$ cat config.mk
export PLATFORM = sky130hd
export DESIGN_NAME = serial_port
export DESIGN_NICKNAME = d
export VERILOG_FILES = /design/src/rtl/serial_port.sv
export SDC_FILE = /design/constraint.sdc
export NUM_CORES = 1
export LEC_CHECK = 0
export ABC_CLOCK_PERIOD_IN_PS = 6400
export BUFFER_PORTS_ARGS = -buffer_cell sky130_fd_sc_hd__clkbuf_2
export CAP_MARGIN = 5
export CORE_UTILIZATION = 41
export DETAILED_ROUTE_END_ITERATION = 8
export HOLD_SLACK_MARGIN = 0.03
export SLEW_MARGIN = 40
export SYNTH_ARGS = -nofsm -noshare
export SYNTH_HDL_FRONTEND = slang
export SYNTH_SLANG_ARGS = --single-unit
$ cat constraint.sdc
create_clock -name clk -period 6.4 [get_ports clk]
set_input_delay 0.32 -clock clk [delete_from_list [all_inputs] [get_ports clk]]
set_output_delay 0.32 -clock clk [all_outputs]
set_load 0.01 [all_outputs]
$ cat src/rtl/serial_port.sv
module serial_port #(
  parameter int DIV_W = 12
) (
  input  logic        clk,
  input  logic        rst_n,
  input  logic        tick_16x,
  input  logic [2:0]  bus_addr,
  input  logic        bus_wr,
  input  logic        bus_rd,
  input  logic [15:0] bus_wdata,
  output logic [15:0] bus_rdata,
  input  logic        rxd,
  output logic        txd,
  input  logic        cts_n,
  output logic        irq
);
  localparam logic [2:0] A_CFG = 3'd0, A_CTL = 3'd1, A_STAT = 3'd2, A_IENS = 3'd3,
                         A_IENC = 3'd4, A_RXD = 3'd5, A_TXD = 3'd6, A_DIV = 3'd7;
  localparam logic [15:0] STAT_MASK = 16'h6C25;
  localparam logic [15:0] CFG_MASK  = 16'h027D;

  typedef enum logic [1:0] {R_IDLE, R_START, R_BITS} rx_state_e;

  logic [15:0] cfg, ien, stat;
  logic brk_tx;
  logic [DIV_W-1:0] brg, div_cnt;
  logic os_tick;

  wire wr_cfg  = bus_wr && bus_addr == A_CFG;
  wire wr_ctl  = bus_wr && bus_addr == A_CTL;
  wire wr_stat = bus_wr && bus_addr == A_STAT;
  wire wr_iens = bus_wr && bus_addr == A_IENS;
  wire wr_ienc = bus_wr && bus_addr == A_IENC;
  wire wr_txd  = bus_wr && bus_addr == A_TXD;
  wire wr_div  = bus_wr && bus_addr == A_DIV;
  wire rd_rxd  = bus_rd && bus_addr == A_RXD;

  wire en      = cfg[0];
  wire par_odd = cfg[4];
  wire par_en  = cfg[5];
  wire stop2   = cfg[6];
  wire cts_en  = cfg[9];

  logic [3:0] nbits;
  logic [8:0] dmask;
  always_comb begin
    case (cfg[3:2])
      2'd0:    nbits = 4'd7;
      2'd2:    nbits = 4'd9;
      default: nbits = 4'd8;
    endcase
    dmask = 9'((10'd1 << nbits) - 10'd1);
  end

  always_ff @(posedge clk or negedge rst_n) begin
    if (!rst_n) begin
      cfg <= '0; brk_tx <= 1'b0; brg <= '0; ien <= '0;
    end else begin
      if (wr_cfg) cfg <= bus_wdata & CFG_MASK;
      if (wr_ctl) brk_tx <= bus_wdata[1];
      if (wr_div) brg <= bus_wdata[DIV_W-1:0];
      if (wr_iens)      ien <= ien | (bus_wdata & STAT_MASK);
      else if (wr_ienc) ien <= ien & ~bus_wdata;
    end
  end

  logic rx_s1, rx_s, cts_s1, cts_s, cts_prev;
  always_ff @(posedge clk or negedge rst_n) begin
    if (!rst_n) begin
      rx_s1 <= 1'b1; rx_s <= 1'b1; cts_s1 <= 1'b1; cts_s <= 1'b1; cts_prev <= 1'b1;
    end else begin
      rx_s1 <= rxd;   rx_s <= rx_s1;
      cts_s1 <= cts_n; cts_s <= cts_s1; cts_prev <= cts_s;
    end
  end

  assign os_tick = tick_16x && (div_cnt >= brg);
  always_ff @(posedge clk or negedge rst_n) begin
    if (!rst_n)        div_cnt <= '0;
    else if (tick_16x) div_cnt <= os_tick ? '0 : div_cnt + 1'b1;
  end

  // transmitter
  logic [8:0]  hold;
  logic        hold_full, tx_busy, pbit;
  logic [12:0] tsh, frame;
  logic [3:0]  tcnt, tidx, tlen, tlen_q;

  always_comb begin
    pbit  = (^(hold & dmask)) ^ par_odd;
    frame = '1;
    frame[0] = 1'b0;
    for (int i = 0; i < 9; i++)
      if (i < int'(nbits)) frame[i+1] = hold[i];
    if (par_en) frame[nbits + 4'd1] = pbit;
    tlen = 4'd1 + nbits + {3'b0, par_en} + (stop2 ? 4'd2 : 4'd1);
  end

  wire tx_go = en && hold_full && !tx_busy && (!cts_en || !cts_s);

  always_ff @(posedge clk or negedge rst_n) begin
    if (!rst_n) begin
      hold <= '0; hold_full <= 1'b0; tx_busy <= 1'b0; tsh <= '1;
      tcnt <= '0; tidx <= '0; tlen_q <= '0;
    end else begin
      if (tx_go) begin
        tsh <= frame; tlen_q <= tlen; tx_busy <= 1'b1;
        tcnt <= '0; tidx <= '0; hold_full <= 1'b0;
      end else if (tx_busy && os_tick) begin
        if (tcnt == 4'd15) begin
          tcnt <= '0;
          if (tidx == tlen_q - 4'd1) tx_busy <= 1'b0;
          else begin
            tsh  <= {1'b1, tsh[12:1]};
            tidx <= tidx + 4'd1;
          end
        end else tcnt <= tcnt + 4'd1;
      end
      if (wr_txd) begin
        hold <= bus_wdata[8:0];
        hold_full <= 1'b1;
      end
    end
  end

  assign txd = brk_tx ? 1'b0 : (tx_busy ? tsh[0] : 1'b1);

  // receiver and status
  rx_state_e rstate;
  logic [3:0] rcnt, ridx;
  logic [9:0] rsh;
  logic [8:0] rx_buf, rx_data_w;
  logic rx_ready, ferr, perr, rx_brk, brk_prev, brk_delta, cts_delta, rx_pb;

  wire [3:0] rlen = nbits + {3'b0, par_en};
  wire rx_fin = (rstate == R_BITS) && os_tick && (rcnt == 4'd15) && (ridx == rlen);
  assign rx_data_w = rsh[8:0] & dmask;
  assign rx_pb     = rsh[nbits];

  always_ff @(posedge clk or negedge rst_n) begin
    if (!rst_n) begin
      rstate <= R_IDLE; rcnt <= '0; ridx <= '0; rsh <= '0; rx_buf <= '0;
      rx_ready <= 1'b0; ferr <= 1'b0; perr <= 1'b0; rx_brk <= 1'b0;
      brk_prev <= 1'b0; brk_delta <= 1'b0; cts_delta <= 1'b0;
    end else begin
      brk_prev <= rx_brk;
      if (wr_stat) begin
        if (bus_wdata[5])  cts_delta <= 1'b0;
        if (bus_wdata[11]) brk_delta <= 1'b0;
        if (bus_wdata[13]) ferr <= 1'b0;
        if (bus_wdata[14]) perr <= 1'b0;
      end
      if (cts_s != cts_prev) cts_delta <= 1'b1;
      if (rx_brk != brk_prev) brk_delta <= 1'b1;
      if (rd_rxd) rx_ready <= 1'b0;
      case (rstate)
        R_IDLE:
          if (rx_brk) begin
            if (rx_s) rx_brk <= 1'b0;
          end else if (en && os_tick && !rx_s) begin
            rstate <= R_START; rcnt <= '0; ridx <= '0; rsh <= '0;
          end
        R_START:
          if (os_tick) begin
            if (rcnt == 4'd7) begin
              rcnt <= '0;
              rstate <= rx_s ? R_IDLE : R_BITS;
            end else rcnt <= rcnt + 4'd1;
          end
        R_BITS:
          if (os_tick) begin
            if (rcnt == 4'd15) begin
              rcnt <= '0;
              if (ridx == rlen) begin
                rstate   <= R_IDLE;
                rx_ready <= 1'b1;
                rx_buf   <= rx_data_w;
                if (!rx_s) ferr <= 1'b1;
                if (par_en && ((^rx_data_w ^ rx_pb) != par_odd)) perr <= 1'b1;
                if (!rx_s && rsh == '0) rx_brk <= 1'b1;
              end else begin
                rsh[ridx] <= rx_s;
                ridx <= ridx + 4'd1;
              end
            end else rcnt <= rcnt + 4'd1;
          end
        default: rstate <= R_IDLE;
      endcase
    end
  end

  assign stat = {1'b0, perr, ferr, 1'b0, brk_delta, rx_brk, 4'b0, cts_delta,
                 2'b0, !hold_full, 1'b0, rx_ready};
  assign irq  = |(stat & ien);

  always_comb begin
    case (bus_addr)
      A_CFG:   bus_rdata = cfg;
      A_CTL:   bus_rdata = {14'b0, brk_tx, 1'b0};
      A_STAT:  bus_rdata = stat;
      A_IENS:  bus_rdata = ien;
      A_RXD:   bus_rdata = {7'b0, rx_buf};
      A_DIV:   bus_rdata = 16'(brg);
      default: bus_rdata = '0;
    endcase
  end

  assert_txrdy_clear_R5: assert property (@(posedge clk) disable iff (!rst_n)
    wr_txd |=> !stat[2]);
  assert_rxrdy_clear_R6: assert property (@(posedge clk) disable iff (!rst_n)
    (rd_rxd && !rx_fin) |=> !rx_ready);
  assert_cts_gate_R8: assert property (@(posedge clk) disable iff (!rst_n)
    (cts_en && cts_s && !tx_busy) |=> !tx_busy);
  assert_ien_set_R11: assert property (@(posedge clk) disable iff (!rst_n)
    (wr_iens && bus_wdata[0]) |=> ien[0]);
  assert_disabled_idle_R13: assert property (@(posedge clk) disable iff (!rst_n)
    (!en && !tx_busy) |=> !tx_busy);
  assert_break_hold_R10: assert property (@(posedge clk) disable iff (!rst_n)
    (rx_brk && rstate == R_IDLE) |=> rstate == R_IDLE);
endmodule

Word-level counts from Yosys, hierarchy flattened. Cells that the tools add are included.

Add/sub/neg operators: 11. Magnitude comparators: 15. Equal/unequal tests: 28. Shifts and indexed selects: 1. Muxes and demuxes: 101. Bitwise logic cells: 8. Reductions and logical operators: 52.

Operator list (count): $pmux W16 S6 (1); $mux W13 (5); $mux W4 (16); $mux W1 (51); $mux W10 (5); $mux W16 (2); $pmux W10 S2 (1); $reduce_bool A2 Y1 (10); $logic_and A1 B1 Y1 (19); $and A9 B9 Y9 (2); $mux W2 (9); $reduce_xor A9 Y1 (2); $add A4 B1 Y4 const B (4); $and A15 B16 Y16 (1); $and A16 B16 Y16 (1); $lt A3 B4 Y1 const A (4); $not A16 Y16 (1); $or A16 B15 Y16 (1); $pmux W4 S2 (2); $reduce_or A16 Y1 (1); $lt A4 B5 Y1 const B (3); $ne A2 B2 Y1 const B (7); $bwmux W13 (1); $add A12 B1 Y12 const B (1); other kinds (41) (66).

Register bits after elaboration: 125. Bits of input ports: 26. Output and inout bits: 18.

Longest topological paths before layout.
Depth after elaboration: 14. Depth in mapped cells: 11. Mapped depth without buffers: 10.

Least setup slack after synthesis. No wires, ideal clock.

Path type: reg-to-reg. Start point: register div_cnt[0]. End point: register tsh[12]. Setup time: 0.084 ns. Arrival time: 2.239 ns. Setup slack: 4.077 ns. Stages on the path, launching flop included: 10. Path buffers: 1. Cells stage by stage: dfrtp_1 -> inv_1 -> ha_1 -> nand2b_1 -> a2111oi_2 -> o31ai_4 -> o211ai_2 -> buf_2 -> nand2_2 -> or2_2.

Word-level cells in the longest chain between the ends: 5.

Ends and longest elaborated chain: start: declaration (RTL line 26) `logic [DIV_W-1:0] brg, div_cnt;`; start signal: assignment (RTL line 80) `else if (tick_16x) div_cnt <= os_tick ? '0 : div_cnt + 1'b1;`; $ge A12 B12 Y1 (RTL line 77) `assign os_tick = tick_16x && (div_cnt >= brg);`; $logic_and A1 B1 Y1 (RTL line 77); $logic_and A1 B1 Y1 (RTL line 109) `end else if (tx_busy && os_tick) begin`; $reduce_bool A2 Y1 (no source line); $reduce_and A3 Y1 (no source line); end signal: assignment (RTL line 114) `tsh <= {1'b1, tsh[12:1]};`; end: declaration (RTL line 86) `logic [12:0] tsh, frame;`.

No other way between the ends. A chain may end at the register's enable or synchronous reset.

Worst setup path in the final report.
Start point: register brg[9]. End point: register rsh[3].

Word-level cells in the longest chain between the ends: 6.

Ends and longest elaborated chain: start: declaration (RTL line 26); start signal: assignment (RTL line 61) `if (wr_div) brg <= bus_wdata[DIV_W-1:0];`; $ge A12 B12 Y1 * (RTL line 77); $logic_and A1 B1 Y1 * (RTL line 77); $logic_and A1 B1 Y1 (2 in a row) (RTL line 160) `end else if (en && os_tick && !rx_s) begin`; $ne A2 B2 Y1 (no source line); $reduce_and A6 Y1 (no source line) *; end signal: indexed assignment (RTL line 182) `rsh[ridx] <= rx_s;`; end: declaration (RTL line 131) `logic [9:0] rsh;`.

Mark *: on every way between the ends. The rest lies on a longest branch, timed or not.

==> key figures <==
Status
  • Outcome: completed

Global routing
  • Vias in the first global route: between 5000 and 6000
  • Largest net degree at the start of global routing: 66
  • Grt ovf: 0
  • Initial antenna violation count: 0
  • Global-route wire length before repair: 26.59 mm
  • GR Util All Layers: 21.01%

Route
  • Number of remaining DRC errors: 0
  • Via density: ~5.5
  • DR vias: between 5000 and 6000
  • Routed WL per cell: 17.62 µm
  • DRT Wirelength: between 15 and 20 mm
  • First-pass detailed-route iteration total: 5
  • Remaining antenna violation count: 0
  • Initial DRC Count: 374

Setup path
  • CP most frequent cell: or2_1
  • Buf/Inv on CP: 1
  • CP delay by family, top: simple AND/OR/NAND/NOR gates
  • Setup crit start kind: flip-flop
  • Crit. End Element: flip-flop
  • Critical Path RT: 6.70 ns
  • Max stage delay on crit path: 0.58 ns
  • CP Depth: 8
  • Worst EP arrival: about 3.2 ns
  • Worst Reg-to-Reg Cells: 8
  • Crit Path Max Fanout: 9
  • Slowest CP cell: o31ai_4
  • Cells along the critical path: inv_1 > ha_1 > nand4_1 > or2_1 > o31ai_4 > or2_1 > nand3_1 > o41ai_1
  • Reg2Reg Setup Slack: 3.48 ns
  • Setup CP Type: reg2reg

CTS
  • Worst-skew pair later-pin latency: about 0.43 ns
  • CTS tree: done
  • Clock root buffer: clkbuf_16
  • TritonCTS Buffers: 17
  • Clk buf depth: 2
  • Postcts setup bufs: 0
  • H-tree lvl count: 4
  • # resized after CTS: 0
  • Clock-pin slew on the worst setup and hold paths: 0.06 ns
  • Sink Count: about 130

Yosys
  • FFs w/ async S/R, synth: 100.0%
  • Syn Area/Cell: between 10 and 15 µm²
  • Synth unique cells: 65
  • Synthesized flop and latch total: between 100 and 150
  • Post-synth EDFFs: 0
  • Seq/Total Area, Yosys: a little under half
  • Ys Warns: 0
  • Post-Syn Instances: between 600 and 700
  • Synthesized area: ~6700 µm²
  • Main synth FF type: dfrtp_1

Floorplan
  • Core area: between 15000 and 20000 µm²
  • Top Ports: between 40 and 50
  • Site Rows: 46
  • DIE AREA: 16910 µm²
  • Initial Util: 42.15%
  • Die X-Extent: 130.0 µm
  • Die Y: roughly 130 µm

Timing
  • Unrepaired setup endpoints after global routing: no
  • Fin crit period: ~2.9 ns
  • Clock skew: 0.01185 ns
  • Slew HR: 49.39%
  • Setup_tns: 0 ns
  • Slew Viols, Final: 0
  • Period utilisation layout: between 40% and 50%
  • Hold_ws: about 0.17 ns
  • Final Hold Fails: 0
  • Final setup fails: 0
  • Worst Tran Pin Value: around 0.76 ns
  • Fmax achieved: ~340 MHz
  • Post-route setup slack: about 3.5 ns

Placed design
  • DP Wirelength: around 12 mm
  • GPL Wtd Cong: 0.7905
  • I/O Buffers: 43
  • Dpl ws: roughly 3.4 ns

Cells and area
  • Layout cells sized above 1: roughly a fifth
  • Synth-to-Final Area Change: 16.68%
  • Antenna cells: 0
  • Final core utilization: approximately half
  • Nets: around 770

Pwr
  • Peak VDD IR: about 210 µV
  • Pwr Density: 358.4 nW/µm²
  • Leakage: 3.517 nW

Run
  • Max cap viols: 0

Min path
  • Hold Path Class: in2reg
  • Worst Hold Path Cells: 2
cell families after synthesis:
| logic type | Yosys count | share of synthesized area [%] |
|---|---|---|
| XOR/XNOR | 34 | 4.636 |
| AND/OR/NAND/NOR | 196 | 14.47 |
| other | 1 | 0.05580 |
| multiplexers | 46 | 7.578 |
| adder cells (fa/ha/maj) | 33 | 6.368 |
| buffers and inverters | 69 | 3.928 |
| flip-flops | 125 | 46.88 |
| AO/OA/AOI/OAI | 156 | 16.09 |
flip-flops by register name, summed over array words and instances, names as in the netlist, 2 cells and up, named ones only:
| register | count |
|---|---|
| rx_buf | 9 |
| rsh | 10 |
| div_cnt | 12 |
| rcnt | 4 |
| tcnt | 4 |
| ien | 9 |
| brg | 12 |
| ridx | 4 |
| rstate | 2 |
| tidx | 4 |
| tlen_q | 4 |
| hold | 9 |
| cfg | 7 |
| tsh | 13 |
Yosys cell counts (2+ instances only):
| library cell | instances | share of area [%] |
|---|---|---|
| o221ai_1 | 4 | 0.52 |
| nand2b_1 | 7 | 0.65 |
| nor3_1 | 6 | 0.45 |
| nand3_1 | 21 | 1.6 |
| a21o_1 | 2 | 0.22 |
| o41ai_1 | 4 | 0.52 |
| buf_1 | 4 | 0.22 |
| a22oi_1 | 11 | 1.2 |
| or2_1 | 2 | 0.19 |
| dfstp_2 | 18 | 7.0 |
| o21a_1 | 11 | 1.2 |
| nand4b_1 | 2 | 0.26 |
| o211ai_1 | 4 | 0.45 |
| o21ai_0 | 48 | 3.6 |
| a22o_1 | 8 | 1.0 |
| fa_1 | 2 | 0.60 |
| ha_1 | 31 | 5.8 |
| and3_1 | 8 | 0.74 |
| a221o_1 | 2 | 0.30 |
| nor2b_1 | 10 | 0.93 |
| nand4_1 | 8 | 0.74 |
| o22a_1 | 7 | 0.91 |
| a31oi_1 | 2 | 0.19 |
| inv_1 | 43 | 2.4 |
| nand2_1 | 68 | 3.8 |
| nor4b_1 | 3 | 0.39 |
| mux2_2 | 29 | 4.9 |
| clkbuf_1 | 18 | 1.0 |
| nand3b_1 | 2 | 0.22 |
| nor2_1 | 34 | 1.9 |
| and4b_1 | 2 | 0.30 |
| a21boi_0 | 6 | 0.67 |
| mux2i_1 | 16 | 2.4 |
| dfrtp_1 | 107 | 40 |
| a21oi_1 | 13 | 0.97 |
| xnor2_1 | 21 | 2.7 |
| xor2_1 | 12 | 1.6 |
| o22ai_1 | 12 | 1.1 |
| buf_2 | 4 | 0.30 |
| and2_1 | 14 | 1.3 |
| nor3b_1 | 3 | 0.34 |
| o31ai_1 | 8 | 0.89 |
through the flow:
stage	power, mW	area [µm²]	instances
floorplan	1.618	6724	661
global placement	1.789	7146	898
detailed placement	1.820	7162	898
CTS	2.828	7796	932
global route	2.970	7841	935
finish	2.810	7841	935
per-layer routing:
metal	part of all wire, %	track usage (%)	vias to the layer above
li1	-	-	2444
met1	45	26.96	2493
met2	47	34.04	153
met3	5.2	4.100	27
met4	2.7	10.19	0
met5	0	0	-
final timing paths:
kind                                     from         to
worst max register to register         brg[9]     rsh[3]
worst min register to register          rx_s1       rx_s
max in group asynchronous               rst_n  rstate[1]
worst min-delay path            bus_wdata[14]  flip-flop
min in group asynchronous               rst_n    tcnt[1]
worst max-delay path                   brg[9]     rsh[3]
area by class of cell:
| cell class | instances | area (µm²) |
|---|---|---|
| flip-flops and latches | 125 | 3151 |
| clock buffers | 26 | 509.2 |
| well taps | 216 | 270.3 |
| repair buffers | 52 | 304.0 |
| clock inverters | 6 | 105.1 |
| multi-input cells | 467 | 3341 |
| fillers | 1450 | 8102 |
| inverters | 43 | 161.4 |
power by group:
group / leakage [nW] / switching (mW) / internal [mW]
clock: 0.304 / 0.335 / 0.662
combinational: 1.67 / 0.367 / 0.328
sequential: 1.55 / 0.153 / 0.965
cells in the final DEF, fill, tap and decap left out, types with 7 or more instances in the layout:
master and count:
o21a_1 11, a22o_1 8, mux2i_1 16, nand4_1 8, o31ai_1 8, a21oi_1 12
nand2b_1 7, and3_1 8, clkbuf_16 17, a22oi_1 11, xor2_1 12, nand3_1 21
inv_1 43, clkbuf_2 42, nor2_1 33, xnor2_1 21, dfstp_2 18, nand2_1 68
o22ai_1 12, nor2b_1 10, mux2_2 29, ha_1 31, o21ai_0 48, o22a_1 7
and2_1 14, dfrtp_1 107
timing repair:
| action | 4_1_cts | 5_1_grt |
|---|---|---|
| endpoints found under the hold margin | 2 | 50 |
| endpoints found under the setup margin | 0 | 0 |
| hold buffers | 2 | 1 |
Note: power is estimated with default switching activity, not from simulation.
